**src/rtl/lane_bond_pkg.sv**
```systemverilog
package lane_bond_pkg;

  typedef enum logic [1:0] {
    BOND_SCAN   = 2'd0,
    BOND_SLIP   = 2'd1,
    BOND_SETTLE = 2'd2,
    BOND_LOCKED = 2'd3
  } bond_state_e;

  localparam logic [31:0] BOND_MARKER = 32'h3000_4000;

endpackage

```
**src/rtl/lane_bond_carry.sv**
```systemverilog
module lane_bond_carry #(
  parameter int LANES   = 4,
  parameter int WORD_W  = 128,
  parameter int CARRY_W = 31
) (
  input  logic                      clk,
  input  logic                      rst_n,
  input  logic [LANES*WORD_W-1:0]   lanes_i,
  output logic [LANES*CARRY_W-1:0]  carry_o
);

  // Low bits of each lane's previous word, kept for markers that straddle words.
  for (genvar l = 0; l < LANES; l++) begin : g_lane
    logic [CARRY_W-1:0] carry_q;
    logic               carry_en;

    assign carry_en = 1'b1;

    always_ff @(posedge clk or negedge rst_n) begin
      if (!rst_n) begin
        carry_q <= '0;
      end else if (carry_en) begin
        carry_q <= lanes_i[l*WORD_W +: CARRY_W];
      end
    end

    assign carry_o[l*CARRY_W +: CARRY_W] = carry_q;
  end

endmodule

```
**src/rtl/lane_bond_search.sv**
```systemverilog
module lane_bond_search #(
  parameter int          WORD_W = 128,
  parameter int          PAT_W  = 32,
  parameter logic [31:0] MARKER = 32'h3000_4000,
  localparam int         POS_W  = $clog2(WORD_W),
  localparam int         EXT_W  = WORD_W + PAT_W - 1
) (
  input  logic [WORD_W-1:0]  word_i,
  input  logic [PAT_W-2:0]   carry_i,
  output logic               hit_o,
  output logic [POS_W-1:0]   pos_o
);

  logic [EXT_W-1:0]  ext;
  logic [WORD_W-1:0] match;

  assign ext = {carry_i, word_i};

  for (genvar p = 0; p < WORD_W; p++) begin : g_win
    assign match[p] = (ext[p +: PAT_W] == MARKER[PAT_W-1:0]);
  end

  // Lowest matching offset wins.
  always_comb begin
    hit_o = 1'b0;
    pos_o = '0;
    for (int p = WORD_W - 1; p >= 0; p--) begin
      if (match[p]) begin
        hit_o = 1'b1;
        pos_o = POS_W'(p);
      end
    end
  end

endmodule

```
**src/rtl/lane_bond_fsm.sv**
```systemverilog
module lane_bond_fsm
  import lane_bond_pkg::*;
#(
  parameter int  LANES         = 4,
  parameter int  WORD_W        = 128,
  parameter int  SETTLE_WORDS  = 32,
  parameter int  TIMEOUT_WORDS = 1024,
  localparam int POS_W  = $clog2(WORD_W),
  localparam int LANE_W = (LANES > 1) ? $clog2(LANES) : 1,
  localparam int TMO_W  = $clog2(TIMEOUT_WORDS + 1),
  localparam int WAIT_W = $clog2(SETTLE_WORDS + 1)
) (
  input  logic              clk,
  input  logic              rst_n,
  input  logic              hit_i,
  input  logic [POS_W-1:0]  pos_i,
  output logic [LANE_W-1:0] lane_o,
  output logic [LANES-1:0]  slip_o,
  output logic              pat_en_o,
  output logic              data_en_o,
  output logic              locked_o,
  output logic              err_o
);

  bond_state_e       state_q, state_n;
  logic [LANE_W-1:0] lane_q, lane_n;
  logic [POS_W-1:0]  ref_q, ref_n;
  logic [TMO_W-1:0]  tmo_q, tmo_n;
  logic [WAIT_W-1:0] wait_q, wait_n;
  logic              err_q, err_n;
  logic              last_lane;
  logic              tmo_end;
  logic              wait_end;

  assign last_lane = (lane_q == LANE_W'(LANES - 1));
  assign tmo_end   = (tmo_q == TMO_W'(TIMEOUT_WORDS - 1));
  assign wait_end  = (wait_q == WAIT_W'(SETTLE_WORDS - 1));

  always_comb begin
    state_n = state_q;
    lane_n  = lane_q;
    ref_n   = ref_q;
    tmo_n   = tmo_q;
    wait_n  = wait_q;
    err_n   = err_q;
    unique case (state_q)
      BOND_SCAN: begin
        if (hit_i) begin
          tmo_n = '0;
          if (lane_q == '0) begin
            ref_n  = pos_i;
            lane_n = LANE_W'(1);
          end else if (pos_i == ref_q) begin
            if (last_lane) begin
              state_n = BOND_LOCKED;
              err_n   = 1'b0;
            end else begin
              lane_n = lane_q + 1'b1;
            end
          end else begin
            state_n = BOND_SLIP;
          end
        end else if (tmo_end) begin
          tmo_n  = '0;
          err_n  = 1'b1;
          lane_n = '0;
        end else begin
          tmo_n = tmo_q + 1'b1;
        end
      end
      BOND_SLIP: begin
        state_n = BOND_SETTLE;
        wait_n  = '0;
      end
      BOND_SETTLE: begin
        if (wait_end) begin
          state_n = BOND_SCAN;
        end else begin
          wait_n = wait_q + 1'b1;
        end
      end
      BOND_LOCKED: begin
        state_n = BOND_LOCKED;
      end
      default: begin
        state_n = BOND_SCAN;
      end
    endcase
  end

  always_ff @(posedge clk or negedge rst_n) begin
    if (!rst_n) begin
      state_q <= BOND_SCAN;
      lane_q  <= '0;
      ref_q   <= '0;
      tmo_q   <= '0;
      wait_q  <= '0;
      err_q   <= 1'b0;
    end else begin
      state_q <= state_n;
      lane_q  <= lane_n;
      ref_q   <= ref_n;
      tmo_q   <= tmo_n;
      wait_q  <= wait_n;
      err_q   <= err_n;
    end
  end

  for (genvar l = 0; l < LANES; l++) begin : g_slip
    assign slip_o[l] = (state_q == BOND_SLIP) && (lane_q == LANE_W'(l));
  end

  assign lane_o    = lane_q;
  assign locked_o  = (state_q == BOND_LOCKED);
  assign data_en_o = (state_q == BOND_LOCKED);
  assign pat_en_o  = (state_q != BOND_LOCKED);
  assign err_o     = err_q;

endmodule

```
**src/rtl/lane_bond_top.sv**
```systemverilog
module lane_bond_top
  import lane_bond_pkg::*;
#(
  parameter int  LANES         = 4,
  parameter int  WORD_W        = 128,
  parameter int  PAT_W         = 32,
  parameter int  SETTLE_WORDS  = 32,
  parameter int  TIMEOUT_WORDS = 1024,
  localparam int POS_W   = $clog2(WORD_W),
  localparam int LANE_W  = (LANES > 1) ? $clog2(LANES) : 1,
  localparam int CARRY_W = PAT_W - 1
) (
  input  logic                    clk,
  input  logic                    rst_n,
  input  logic [LANES*WORD_W-1:0] lanes_i,
  output logic [LANES-1:0]        slip_o,
  output logic                    pat_en_o,
  output logic                    data_en_o,
  output logic                    locked_o,
  output logic                    err_o
);

  logic [LANES*CARRY_W-1:0] carry_all;
  logic [LANE_W-1:0]        lane_sel;
  logic [WORD_W-1:0]        cur_word;
  logic [CARRY_W-1:0]       cur_carry;
  logic                     hit;
  logic [POS_W-1:0]         pos;

  lane_bond_carry #(
    .LANES   (LANES),
    .WORD_W  (WORD_W),
    .CARRY_W (CARRY_W)
  ) carry_i (
    .clk     (clk),
    .rst_n   (rst_n),
    .lanes_i (lanes_i),
    .carry_o (carry_all)
  );

  // One shared scanner, steered to the lane under test.
  always_comb begin
    cur_word  = lanes_i[int'(lane_sel)*WORD_W +: WORD_W];
    cur_carry = carry_all[int'(lane_sel)*CARRY_W +: CARRY_W];
  end

  lane_bond_search #(
    .WORD_W (WORD_W),
    .PAT_W  (PAT_W),
    .MARKER (BOND_MARKER)
  ) search_i (
    .word_i  (cur_word),
    .carry_i (cur_carry),
    .hit_o   (hit),
    .pos_o   (pos)
  );

  lane_bond_fsm #(
    .LANES         (LANES),
    .WORD_W        (WORD_W),
    .SETTLE_WORDS  (SETTLE_WORDS),
    .TIMEOUT_WORDS (TIMEOUT_WORDS)
  ) fsm_i (
    .clk       (clk),
    .rst_n     (rst_n),
    .hit_i     (hit),
    .pos_i     (pos),
    .lane_o    (lane_sel),
    .slip_o    (slip_o),
    .pat_en_o  (pat_en_o),
    .data_en_o (data_en_o),
    .locked_o  (locked_o),
    .err_o     (err_o)
  );

endmodule

```
**config.mk**
```make
export PLATFORM = sky130hd
export DESIGN_NAME = lane_bond_top
export DESIGN_NICKNAME = d
export VERILOG_FILES = /design/src/rtl/lane_bond_pkg.sv /design/src/rtl/lane_bond_carry.sv /design/src/rtl/lane_bond_search.sv /design/src/rtl/lane_bond_fsm.sv /design/src/rtl/lane_bond_top.sv
export SDC_FILE = /design/constraint.sdc
export NUM_CORES = 1
export LEC_CHECK = 0
export CORE_AREA = 2 2 203 205
export DETAILED_ROUTE_END_ITERATION = 6
export DIE_AREA = 0 0 205 207
export DONT_BUFFER_PORTS = 1
export HOLD_SLACK_MARGIN = 0.15
export PLACE_DENSITY = 0.51
export SYNTH_ARGS = -nofsm -noshare
export SYNTH_HDL_FRONTEND = slang
export SYNTH_HIERARCHICAL = 1
export SYNTH_SLANG_ARGS = --single-unit
export TNS_END_PERCENT = 10
```
**constraint.sdc**
```tcl
create_clock -name clk -period 7.79 [get_ports clk]
set_input_delay 0.3895 -clock clk [delete_from_list [all_inputs] [get_ports clk]]
set_output_delay 0.3895 -clock clk [all_outputs]
set_load 0.01 [all_outputs]
```
* Word level (Yosys, flattened, before mapping)
Cells that the tools add are included.
** Cells by class
- $add $sub $neg :: 3
- Multipliers :: 1
- Equal/unequal tests :: 148
- Shift-type cells :: 2
- Multiplexer cells :: 276
- Reductions and logical operators :: 13
** Operators with widths (count)
- 32-bit by 30-bit == test with 1-bit output, second input constant :: 128
- 7-bit 2-to-1 mux :: 128
- 512-bit by 10-bit variable part select with 128-bit output :: 1
- 1-bit 2-to-1 mux :: 133
- 124-bit by 8-bit variable part select with 31-bit output :: 1
- 11-bit 2-to-1 mux :: 2
- 2-bit 2-to-1 mux :: 10
- 2-bit != test, second input constant :: 6
- 6-bit one-hot mux with 2 select lines :: 1
- 11-bit by 1-bit adder with 11-bit output, second input constant :: 1
- 11-bit by 10-bit == test with 1-bit output, second input constant :: 1
- 2-bit == test, second input constant :: 4
- 2-bit one-hot mux with 4 select lines :: 1
- 4-bit AND reduction :: 2
- 7-bit == test :: 1
- 2-bit by 5-bit multiplier with 7-bit output, second input constant :: 1
- 6-bit by 1-bit adder with 6-bit output, second input constant :: 1
- 6-bit by 5-bit == test with 1-bit output, second input constant :: 1
- 6-bit 2-to-1 mux :: 1
- 3-bit != test, second input constant :: 2
- 5-bit AND reduction :: 1
- 2-bit by 1-bit == test with 1-bit output, second input constant :: 2
- 1-bit logical AND :: 4
- 2-bit zero test :: 2
- 6 further kinds :: 8
** Word-level totals
- Flip-flop bits (word level) :: 153
- Logic and storage cells :: 453

* Longest topological paths before layout
- Depth after elaboration :: 136
- Gate-level depth with buffers :: 22
- Mapped depth without buffers :: 18

* Modules after synthesis
The synthesis kept the hierarchy.
** By module, submodules not included
- lane_bond_search :: instances 1, cells an instance 1035, area each 5814.3 um^2
- lane_bond_top :: instances 1, cells an instance 195, area each 3842.4 um^2
- lane_bond_carry :: instances 1, cells an instance 124, area each 3103.0 um^2
- lane_bond_fsm :: instances 1, cells an instance 170, area each 1722.9 um^2

* Worst setup path before layout
No wires, ideal clock.
- Kind :: reg2reg
- Start point :: register fsm_i.lane_q[0] (netlist: fsm_i/lane_o[0])
- End point :: register fsm_i.state_q[0]
- Setup time :: 0.079 ns
- Arrival :: 5.546 ns
- Data required time :: 7.711 ns
- Setup slack :: 2.165 ns
- Cell stages (with the launch flop) :: 23
- Path through :: dfrtp_1 > buf_6 > buf_6 > buf_6 > mux4_2 > buf_6 > or4_4 > or4b_1 > or4_1 > o22ai_1 > nand3b_1 > nor4bb_1 > o221ai_2 > a41oi_1 > o311a_1 > o311ai_1 > a31oi_1 > o211ai_1 > xor2_1 > nor4_1 > a21oi_1 > o21ai_0 > mux2i_1
** RTL lines
- from (decl) :: RTL line lane_bond_fsm.sv:26 : logic [LANE_W-1:0] lane_q, lane_n;
- from (signal assigned) :: RTL line lane_bond_fsm.sv:101 : lane_q <= lane_n;
- 512-bit by 10-bit variable part select with 128-bit output * :: RTL line lane_bond_top.sv:43 : cur_word = lanes_i[int'(lane_sel)*WORD_W +: WORD_W];
- via cur_word[118] :: RTL line lane_bond_top.sv:25 : logic [WORD_W-1:0] cur_word;
- 32-bit by 30-bit == test with 1-bit output :: RTL line lane_bond_search.sv:20 : assign match[p] = (ext[p +: PAT_W] == MARKER[PAT_W-1:0]);
- 7-bit 2-to-1 mux (31 in series) :: RTL line lane_bond_search.sv:28 : if (match[p]) begin
- 7-bit 2-to-1 mux * (88 in series) :: RTL line lane_bond_search.sv:28
- via pos[1] :: RTL line lane_bond_top.sv:28 : logic [POS_W-1:0] pos;
- 7-bit == test * :: RTL line lane_bond_fsm.sv:53 : end else if (pos_i == ref_q) begin
- 2-bit 2-to-1 mux :: RTL line lane_bond_fsm.sv:53
- 2-bit 2-to-1 mux :: RTL line lane_bond_fsm.sv:50 : if (lane_q == '0) begin
- 2-bit 2-to-1 mux :: RTL line lane_bond_fsm.sv:48 : if (hit_i) begin
- 2-bit one-hot mux with 4 select lines :: RTL line lane_bond_fsm.sv:46 : unique case (state_q)
- to (signal assigned) :: RTL line lane_bond_fsm.sv:100 : state_q <= state_n;
- to (decl) :: RTL line lane_bond_fsm.sv:25 : bond_state_e state_q, state_n;
Mark *: on every way through the listed nets, which the timed path passes. The rest lies on a longest branch. The select of a mux whose other input is x is not followed.
A chain may end at the register's enable or synchronous reset.

* Worst setup path after layout
- Start point :: register fsm_i.lane_q[1] (netlist: fsm_i/lane_o[1])
- End point :: register fsm_i.state_q[0]
** RTL lines (RTL line)
- 512-bit by 10-bit variable part select with 128-bit output * :: lane_bond_top.sv:43
- via cur_word[94] :: lane_bond_top.sv:25
- 32-bit by 30-bit == test with 1-bit output :: lane_bond_search.sv:20
- 7-bit 2-to-1 mux (31 in series) :: lane_bond_search.sv:28
- 7-bit 2-to-1 mux * (64 in series) :: lane_bond_search.sv:28
- via pos[1] :: lane_bond_top.sv:28
- 7-bit == test * :: lane_bond_fsm.sv:53
- 2-bit 2-to-1 mux :: lane_bond_fsm.sv:53
- 2-bit 2-to-1 mux :: lane_bond_fsm.sv:50
- 2-bit 2-to-1 mux :: lane_bond_fsm.sv:48
- 2-bit one-hot mux with 4 select lines :: lane_bond_fsm.sv:46
Marks and branches as above.

==> summary.txt <==
Setup path
  • R2r setup slk: 630 ps
  • CP Max Fanout: 64
  • Worst Path Required: about 8100 ps
  • CP endpoint kind: flip-flop
  • CP arrival: 7510 ps
  • Critical R2R Launch: fsm_i/lane_o[1]
  • WS Path Type: flip-flop to flip-flop
  • Crit path launch: fsm_i/lane_o[1]
  • Worst setup SP type: flip-flop

Power
  • Worst VDD drop: 235 uV
  • Cell Int Power: 1.44 mW
  • Leakage: 5.84 nW
  • Sw Pwr: 0.584 mW
  • Power, Total: 2.03 mW
  • Clock power frac: 0.403
  • Combinational share of power: 0.185
  • Sw Ratio: 0.288
  • Flop pwr share: 0.412
  • Power per cell area: 121 nW/um2

Clock tree
  • Setup bufs post-CTS: 0
  • Worst-Skew Late Latency: 440 ps
  • Bufs on Longest Clock Path: 2
  • CTS Buf Count: 17
  • Clock tree from TritonCTS: built
  • TritonCTS Sinks: 153
  • Clock root buffer master: clkbuf_16
  • Clock-pin slew on the worst setup and hold paths: 70 ps
  • H-tree levels: 4

Route
  • Routed vias/inst: 7.15
  • Remaining DRCs: 0
  • Met2 wire len: 35000 um
  • Final wirelength: 73200 um
  • Max layer used: met5
  • DR WL met3: about 6800 um
  • WL per Instance: 34.0 um
  • TritonRoute pass-1 iters: 6
  • DRT iter0 DRCs: just under 2000
  • Via count: between 15000 and 20000
  • WL met1: ~28000 um
  • Antenna Nets Post-Route: 0

Logic synthesis
  • Top-count cell post-synth: nor2_1
  • Synth cell count leaders: nor2_1 (182), mux4_2 (159), dfrtp_1 (153), nor4_1 (147), nand2_1 (138)
  • Yosys warnings: 6
  • Unique masters post-synth: 83
  • Synth top area share: 0.264
  • Mapped Nets: between 2000 and 2500
  • Synth Cell Area: 14500 um2
  • Sequential area share after synthesis: 0.264
  • Syn_area_per_cell: around 9.5 um2
  • Post-synth EDFFs: 0
  • #FFs+latches synth: 153
  • Synth top area cells: dfrtp_1 (26%), mux4_2 (25%), nor4_1 (6.3%)
  • Synth area leader: dfrtp_1
  • Predominant post-synthesis flop cell: dfrtp_1
  • Post-Syn Instances: ~1500
  • Ys async rst share: 1.00

Floorplan
  • Die ar.: between 40000 and 50000 um2
  • Starting Density: 0.359
  • Row cnt: 74
  • CORE AREA: between 40000 and 50000 um2
  • I/O pins: 522
  • Die Wd: 205 um
  • DIE HEIGHT: 207 um

Global route
  • Initial antenna violation count: 8
  • First-pass GRT wire length: 107000 um
  • Total gr overflow: 0
  • Pin count of the biggest net entering global routing: 154
  • Number of global-route vias before repair: 15800
  • Total GRT Usage: 0.338

Worst hold path
  • Min-Delay Path Class: input port to flip-flop
  • Hold Crit Start: lanes_i[397]

Timing
  • Fmax: 0.140 GHz
  • Hold Violations, Final: 0
  • Slew headroom: 0.272
  • Clock Skew: just over 10 ps
  • Final min period: 7160 ps
  • Final setup TNS: 0 ps
  • Fin crit share: 0.919
  • Worst Tran Pin Value: 1080 ps
  • RSZ-0062 raised after global routing: no
  • Hold WS: 499 ps
  • Slew Viols, Final: 0
  • Final setup viols: 0

Place
  • HPWL after DPL: 57800 um
  • Buffers added on ports: 0
  • Placed inst area: 14900 um2
  • RePlAce Congestion: 0.991

Layout
  • Multi-input gate area: 10100 um2
  • Layout area overhead: 15.8%
  • Finished layout cell area: between 15000 and 20000 um2
  • Final net count: 2126
  • FF/Latch Area: approximately 3800 um2
  • Share of cells above drive strength 1: 0.158
  • Filler cells: approximately 4100

Flow run
  • Max-cap violations: 0

Outcome
  • Status: complete, no violations
==> power groups by stage <==
stage	combinational, mW	clock [mW]	sequential (mW)
CTS	0.361	0.832	0.835
detailed placement	0.288	0	0.850
floorplan	0.192	0	0.847
finish	0.375	0.817	0.835
global placement	0.293	0	0.849
global route	0.388	0.865	0.838
==> per-layer routing <==
layer  track usage  vias to the layer above
met5             0                        -
met4         0.149                        4
met3        0.0755                      201
met2         0.556                     1164
met1         0.424                     7692
li1              -                     6322
==> cells in the final DEF (no fill, tap or decap), types with 20 or more instances in the layout <==
cell type,count
nor2_1,182
inv_1,20
nor4_1,146
buf_4,23
dfrtp_1,151
nor3_1,56
or4_1,27
o21ai_0,28
nand2_1,138
nor4b_1,26
nand4b_1,35
mux4_2,159
nand3_1,86
dlygate4sd3_1,125
and3_1,20
nand4_1,81
a21oi_1,31
==> logic make-up (layout without fill, tap and decap cells) <==
| kind of cell | Yosys count | in the layout | synth area share |
|---|---|---|---|
| other | 0 | 6 | 0 |
| muxes | 170 | 170 | 0.256 |
| and+or+nand+nor | 929 | 929 | 0.359 |
| DFF | 153 | 153 | 0.264 |
| xor gates and xnor gates | 12 | 12 | 0.00726 |
| buffers and inverters | 115 | 205 | 0.0412 |
| AOI/OAI and AO/OA | 134 | 134 | 0.0635 |
| adders and majority gates | 11 | 11 | 0.00950 |
==> critical path: stages (launching register included) <==
cell and delay (ps):
dfrtp_4 1040, buf_12 290, mux4_2 520, nor4_1 970
nand2_1 210, nor2_1 150, nand2_1 80, nor4_1 620
nor4_1 150, o221ai_2 90, a41oi_1 170, o311a_1 330
o311ai_1 350, a31oi_1 170, o211ai_1 400, xor2_1 120
nor4_1 700, a21oi_1 140, o21ai_0 300, mux2i_1 230
==> timing repair <==
item                                   CTS  global route
gates resized for setup                  0             1
hold buffers                           126             0
setup endpoints to repair                0             1
endpoints found under the hold margin  277             0
==> worst paths after layout <==
check / endpoint / depth (start not counted)
min in group asynchronous: carry_i/g_lane[0].carry_q[19] / 2
hold / removal: carry_i/g_lane[3].carry_q[13] / 1
hold reg to reg: fsm_i/tmo_q[8] / 1
setup / recovery: fsm_i/state_q[0] / 19
setup reg to reg: fsm_i/state_q[0] / 19
max in group asynchronous: fsm_i/lane_o[0] / 2
==> sequential cells by signal (all words and copies together) (netlist names) <==
name                    cells
fsm_i/err_o                 1
fsm_i/wait_q                6
fsm_i/tmo_q                11
fsm_i/state_q               2
carry_i/g_lane.carry_q    124
fsm_i/lane_o                2
fsm_i/ref_q                 7
==> metrics by stage <==
stage                     std cells   util  setup slack, ps
after floorplan                1524      -             2160
after global placement         1988  0.369              757
after detailed placement       1988  0.369              670
after CTS                      2146  0.415              584
after global routing           2152  0.416              198
final                          2152  0.416              633
==> final cells by class <==
cell class	instances	share of cell area
clock inverters	12	0.00776
clock buffers	20	0.0272
repair buffers	153	0.0913
flip-flops and latches	153	0.229
multi-input cells	1256	0.600
inverters	20	0.00448
diodes	6	0.000895
well taps	532	0.0397
(Power assumes the default switching activity.)
